<file path="src/rtl/psv_pkg.sv">
package psv_pkg;

  typedef enum logic [2:0] {
    ACC_NONE      = 3'd0,
    ACC_DIRECT_RD = 3'd1,
    ACC_DIRECT_WR = 3'd2,
    ACC_WINDOW_RD = 3'd3,
    ACC_WINDOW_WR = 3'd4
  } acc_kind_e;

endpackage

</file>
<file path="src/rtl/psv_page_reg.sv">
module psv_page_reg #(
  parameter int PAGE_W = 8
) (
  input  logic              clk,
  input  logic              rst_n,
  input  logic              we,
  input  logic [PAGE_W-1:0] wdata,
  output logic [PAGE_W-1:0] page
);

  always_ff @(posedge clk) begin
    if (!rst_n)  page <= '0;
    else if (we) page <= wdata;
  end

endmodule

</file>
<file path="src/rtl/psv_classify.sv">
module psv_classify
  import psv_pkg::*;
(
  input  logic      req_valid,
  input  logic      req_ready,
  input  logic      req_write,
  input  logic      addr_msb,
  output acc_kind_e kind
);

  always_comb begin
    kind = ACC_NONE;
    if (req_valid && req_ready) begin
      unique case ({addr_msb, req_write})
        2'b00:   kind = ACC_DIRECT_RD;
        2'b01:   kind = ACC_DIRECT_WR;
        2'b10:   kind = ACC_WINDOW_RD;
        default: kind = ACC_WINDOW_WR;
      endcase
    end
  end

endmodule

</file>
<file path="src/rtl/psv_addr_fold.sv">
module psv_addr_fold #(
  parameter int AW     = 16,
  parameter int PAGE_W = 8,
  localparam int OFFS_W = AW - 1,
  localparam int PM_AW  = PAGE_W + OFFS_W
) (
  input  logic [PAGE_W-1:0] page,
  input  logic [OFFS_W-1:1] offset_hi,
  output logic [PM_AW-1:0]  pm_addr
);

  // Program addresses are even: bit 0 is forced low.
  assign pm_addr = {page, offset_hi, 1'b0};

endmodule

</file>
<file path="src/rtl/psv_lane_sel.sv">
module psv_lane_sel #(
  parameter int DW = 16,
  localparam int LANE_W = DW / 2
) (
  input  logic [DW-1:0] word,
  input  logic          byte_mode,
  input  logic          hi_lane,
  output logic [DW-1:0] data
);

  logic [LANE_W-1:0] lane;

  generate
    if (DW == 2 * LANE_W) begin : g_even
      assign lane = hi_lane ? word[DW-1:LANE_W] : word[LANE_W-1:0];
    end else begin : g_odd
      assign lane = word[LANE_W-1:0];
    end
  endgenerate

  assign data = byte_mode ? {{(DW-LANE_W){1'b0}}, lane} : word;

endmodule

</file>
<file path="src/rtl/psv_window.sv">
module psv_window
  import psv_pkg::*;
#(
  parameter int AW     = 16,
  parameter int DW     = 16,
  parameter int PAGE_W = 8,
  parameter int PM_DW  = 24,
  localparam int OFFS_W = AW - 1,
  localparam int PM_AW  = PAGE_W + OFFS_W
) (
  input  logic              clk,
  input  logic              rst_n,
  input  logic              req_valid,
  output logic              req_ready,
  input  logic              req_write,
  input  logic              req_byte,
  input  logic [AW-1:0]     req_addr,
  input  logic [DW-1:0]     req_wdata,
  input  logic              page_we,
  input  logic [PAGE_W-1:0] page_wdata,
  output logic              dm_en,
  output logic              dm_we,
  output logic [AW-1:0]     dm_addr,
  output logic [DW-1:0]     dm_wdata,
  input  logic [DW-1:0]     dm_rdata,
  output logic              pm_rd_en,
  output logic [PM_AW-1:0]  pm_addr,
  input  logic [PM_DW-1:0]  pm_rdata,
  output logic              rsp_valid,
  output logic [DW-1:0]     rsp_data,
  output logic              err
);

  logic [PAGE_W-1:0] page;
  acc_kind_e         kind;
  logic [PM_AW-1:0]  folded;
  logic [DW-1:0]     lane_data;
  logic              unused_pm_hi;

  // Fetch stage of a window read
  logic              s1_q;
  logic [PM_AW-1:0]  s1_addr_q;
  logic              s1_byte_q;
  logic              s1_lane_q;
  // Return stage
  logic              s2_map_q;
  logic              s2_dir_q;
  logic              s2_byte_q;
  logic              s2_lane_q;
  logic              err_q;

  psv_page_reg #(.PAGE_W(PAGE_W)) u_page (
    .clk   (clk),
    .rst_n (rst_n),
    .we    (page_we),
    .wdata (page_wdata),
    .page  (page)
  );

  psv_classify u_cls (
    .req_valid (req_valid),
    .req_ready (req_ready),
    .req_write (req_write),
    .addr_msb  (req_addr[AW-1]),
    .kind      (kind)
  );

  psv_addr_fold #(.AW(AW), .PAGE_W(PAGE_W)) u_fold (
    .page      (page),
    .offset_hi (req_addr[OFFS_W-1:1]),
    .pm_addr   (folded)
  );

  psv_lane_sel #(.DW(DW)) u_lane (
    .word      (pm_rdata[DW-1:0]),
    .byte_mode (s2_byte_q),
    .hi_lane   (s2_lane_q),
    .data      (lane_data)
  );

  // Upper instruction bits are deliberately unreachable through the window.
  assign unused_pm_hi = ^pm_rdata[PM_DW-1:DW];

  // One stall cycle while the window read is being fetched.
  assign req_ready = !s1_q;

  assign dm_en    = (kind == ACC_DIRECT_RD) || (kind == ACC_DIRECT_WR);
  assign dm_we    = (kind == ACC_DIRECT_WR);
  assign dm_addr  = req_addr;
  assign dm_wdata = req_wdata;

  always_ff @(posedge clk) begin
    if (!rst_n) begin
      s1_q      <= 1'b0;
      s1_addr_q <= '0;
      s1_byte_q <= 1'b0;
      s1_lane_q <= 1'b0;
      s2_map_q  <= 1'b0;
      s2_dir_q  <= 1'b0;
      s2_byte_q <= 1'b0;
      s2_lane_q <= 1'b0;
      err_q     <= 1'b0;
    end else begin
      s1_q     <= (kind == ACC_WINDOW_RD);
      s2_map_q <= s1_q;
      s2_dir_q <= (kind == ACC_DIRECT_RD);
      err_q    <= (kind == ACC_WINDOW_WR);
      if (kind == ACC_WINDOW_RD) begin
        s1_addr_q <= folded;
        s1_byte_q <= req_byte;
        s1_lane_q <= req_addr[0];
      end
      s2_byte_q <= s1_byte_q;
      s2_lane_q <= s1_lane_q;
    end
  end

  assign pm_rd_en  = s1_q;
  assign pm_addr   = s1_addr_q;
  assign rsp_valid = s2_map_q || s2_dir_q;
  assign rsp_data  = s2_map_q ? lane_data : dm_rdata;
  assign err       = err_q;

endmodule

</file>
<file path="config.mk">
export PLATFORM = sky130hd
export DESIGN_NAME = psv_window
export DESIGN_NICKNAME = d
export VERILOG_FILES = /design/src/rtl/psv_pkg.sv /design/src/rtl/psv_page_reg.sv /design/src/rtl/psv_classify.sv /design/src/rtl/psv_addr_fold.sv /design/src/rtl/psv_lane_sel.sv /design/src/rtl/psv_window.sv
export SDC_FILE = /design/constraint.sdc
export NUM_CORES = 1
export LEC_CHECK = 0
export CORE_ASPECT_RATIO = 1.2
export CORE_MARGIN = 5
export CORE_UTILIZATION = 33
export DETAILED_ROUTE_END_ITERATION = 10
export GPL_ROUTABILITY_DRIVEN = 0
export GPL_TIMING_DRIVEN = 0
export PLACE_DENSITY = 0.8
export SKIP_LAST_GASP = 1
export SLEW_MARGIN = 20
export SYNTH_ARGS = -nofsm -noshare
export SYNTH_HDL_FRONTEND = slang
export SYNTH_SLANG_ARGS = --single-unit
</file>
<file path="constraint.sdc">
create_clock -name clk -period 2.1 [get_ports clk]
set_input_delay 0.42 -clock clk [delete_from_list [all_inputs] [get_ports clk]]
set_output_delay 0.42 -clock clk [all_outputs]
set_load 0.1 [all_outputs]
</file>
==> flow_summary.rst <==
.. list-table::
   :header-rows: 1

   * - Metric
     - Value
   * - Startpoint of the lowest-slack register-to-register path
     - pm_rd_en
   * - Hold-fix buffers, CTS
     - 0
   * - Remaining antenna violation count after routing
     - 0
   * - Clock sink total
     - 38
   * - Critical path class
     - in -> out
   * - Start point of the critical path
     - req_addr[15]
   * - Transition time of the tightest slew-check pin
     - 0.991 ns
   * - Final Hold Viols
     - 0
   * - CTS root buffer
     - clkbuf_8
   * - First-pass GRT wire length
     - 9.77 mm
   * - Number of synthesized register bits
     - 38
   * - Ratio of routed vias to standard cells
     - 4.33
   * - Hold Path End
     - s2_lane_q
   * - Mapped Area
     - 2070 um^2
   * - Gr usage total
     - 15.5%
   * - P per Cell Area
     - 601 nW/um^2
   * - CP arrival
     - 1.66 ns
   * - Share of the synthesized area in the top cell type
     - 36.7%
   * - Quantity of I/O buffers inserted on ports
     - 135
   * - DRT iter0 DRCs
     - 42
   * - Worst Hold Launch
     - s1_lane_q
   * - Type of destination of the critical path
     - output port
   * - Vias
     - 2041
   * - Routed length per placed instance
     - 14.0 um
   * - Final worst-path cycle share
     - 98.9%
   * - Maximum fanout along the worst path
     - 4
   * - Final cell count without fillers
     - 471
   * - Die X
     - 82.3 um
   * - H-tree level count
     - 2
   * - Post-synthesis cell count
     - 245
   * - Clock insertion delay at the later pin of the skew report
     - 0.29 ns
   * - Share of final-layout standard cells stronger than drive strength 1
     - 27.8%
   * - Starting utilization of the core area
     - 34.0%
   * - Leading cell types by total area after synthesis
     - dfxtp_1 (37%), mux2i_1 (19%), buf_4 (12%)
   * - Proportion of synthesized chip area in sequential cells
     - 36.7%
   * - Fin crit period
     - 2.08 ns
   * - Initial antenna violation count
     - 0
   * - Clk_skew
     - 0.00715 ns
   * - Flip-flop count of the largest register, all copies and words added
     - 22
   * - Bufs on Longest Clock Path
     - 2
   * - Total grt overflow
     - 0
   * - Area of all placed cells without fillers
     - 3710 um^2
   * - Worst Hold Class
     - reg -> reg
   * - Predominant post-synthesis flop cell
     - dfxtp_1
   * - Power consumption
     - 2.23 mW
   * - Cell area reported after detailed placement
     - 3590 um^2
   * - Maximum clock frequency
     - 0.482 GHz
   * - Die Y-Extent
     - 96.8 um
   * - FFs w/ async S/R, synth
     - 0%
   * - Count of flip-flops with a built-in enable after synthesis
     - 0
   * - Number of endpoints failing setup at the final stage
     - 0
   * - Register clock-pin slew on the reported worst setup and hold paths
     - 0.07 ns
   * - Area of the core
     - 6090 um^2
   * - Number of synthesis warnings
     - 0
   * - Unique cell type count in the Yosys netlist
     - 25
   * - Outcome
     - completed
   * - Mean instance size in the synthesized netlist
     - 8.46 um^2
   * - Final worst setup slack
     - 0.0234 ns
   * - Die footprint
     - 7970 um^2
   * - Placement Setup Slack
     - -1.24 ns
   * - Overall routed net length
     - 6.59 mm
   * - Total count of max-transition violations in the final report
     - 0
   * - Required time at the endpoint of the critical path
     - 1.68 ns
   * - Flop2flop setup slack
     - 0.41 ns
   * - Detailed-placement wirelength estimate
     - 5.33 mm
   * - Max VDD drop
     - 454 uV
   * - Depth of the worst register-to-register path
     - 6
   * - Pin count of the biggest net entering global routing
     - 12
   * - First-pass DRT Iterations
     - 2
   * - Cell Rows
     - 31
   * - Nets
     - 477
   * - Relative max-transition margin
     - 34.2%
   * - Placed cell count
     - 462
   * - Capture point of the worst reg-to-reg path
     - pm_addr[18]
   * - Synthesized netlist net count
     - 334
   * - Leading cell type in the layout, fill and taps excluded
     - clkdlybuf4s50_1
   * - Top library cells by usage in the layout, fill and taps aside
     - clkdlybuf4s50_1 (73), nand2_1 (56), buf_4 (49), mux2i_1 (40), dfxtp_1 (36)
   * - Top-Level Pins
     - 163
   * - Area delta synth->final
     - 78.9%
   * - Post-synth top area cell
     - dfxtp_1
   * - Hold-critical path depth
     - 2
   * - Number of global-route vias before repair
     - 2046
   * - Startpoint class of the critical path
     - input pin
   * - Residual DRC
     - 0
   * - Clock tree from TritonCTS
     - done
   * - Leak
     - 1.71 nW
   * - Cts bufs inserted
     - 5
   * - Maximum Capacitance Violations
     - 0
   * - Ant. Diodes
     - 0
## synth_stat cells (2+ instances only)
library cell / count
mux2i_1: 40
buf_12: 2
buf_4: 33
inv_1: 13
clkbuf_1: 10
nand2_1: 57
o21ai_0: 8
nor2_1: 11
nor2b_1: 9
dfxtp_1: 38
a21oi_1: 8
ha_1: 3
## metal layers
metal	vias up	global-route usage [%]	wire length, um
li1	1034	-	-
met2	99	28.0	3280
met1	903	15.4	2310
met3	5	7.53	943
met5	-	0	0
met4	0	3.45	57
## logic make-up (layout without fill, tap and decap cells)
| group | Yosys count | in the layout | share of synthesized area, % |
|---|---|---|---|
| AND/OR/NAND/NOR | 86 | 86 | 18.8 |
| buffers and inverters | 60 | 204 | 18.8 |
| multiplexers | 40 | 40 | 19.3 |
| flip-flops | 38 | 38 | 36.7 |
| AO/OA/AOI/OAI | 16 | 16 | 3.86 |
| adder cells (fa/ha/maj) | 3 | 3 | 1.81 |
| other | 1 | 1 | 0.181 |
| XOR/XNOR | 1 | 1 | 0.423 |
## layout make-up
cell class | instances | area (um^2)
clock inverters | 1 | 5.00
inverters | 13 | 48.8
plain buffers | 46 | 343
repair buffers | 137 | 1340
fillers | 559 | 2380
multi-input cells | 147 | 1020
flip-flops and latches | 38 | 763
well taps | 82 | 103
clock buffers | 7 | 86.3
## critical path, stage by stage
cell             delay, ns
dlygate4sd2_1         0.27
buf_4                 0.13
clkdlybuf4s15_1       0.82
## metrics by stage
stage               hold slack [ns]  utilization [%]   TNS, ns
floorplan                     0.404                -     -2.46
global placement              0.416             59.0    -26.88
detailed placement            0.423             59.0    -27.01
CTS                           0.443             60.4         0
global route                  0.462             60.9  -0.00995
finish                        0.441             60.9         0
## how the worst max path moves through the flow
stage | end | cells past startpoint
5_1_grt | dm_addr[15] | 3
6_report | dm_addr[15] | 3
4_1_cts | rsp_data[0] | 4
3_5_place_dp | dm_en | 7
2_1_floorplan | rsp_data[2] | 3
3_3_place_gp | dm_en | 7
## timing repair
| item | 4_1_cts | 5_1_grt |
|---|---|---|
| buffers inserted | 2 | 0 |
| endpoints found under the hold margin | 0 | 0 |
| gates resized for setup | 196 | 7 |
| pin swaps | 3 | 0 |
| setup endpoints to repair | 60 | 8 |
## report_power, final
group	total (mW)	internal, mW	leakage, nW	switching, mW
clock	0.508	0.265	0.0482	0.243
sequential	0.756	0.744	0.310	0.0115
combinational	0.963	0.303	1.35	0.660
No activity file was read; power rests on OpenSTA's default activity.
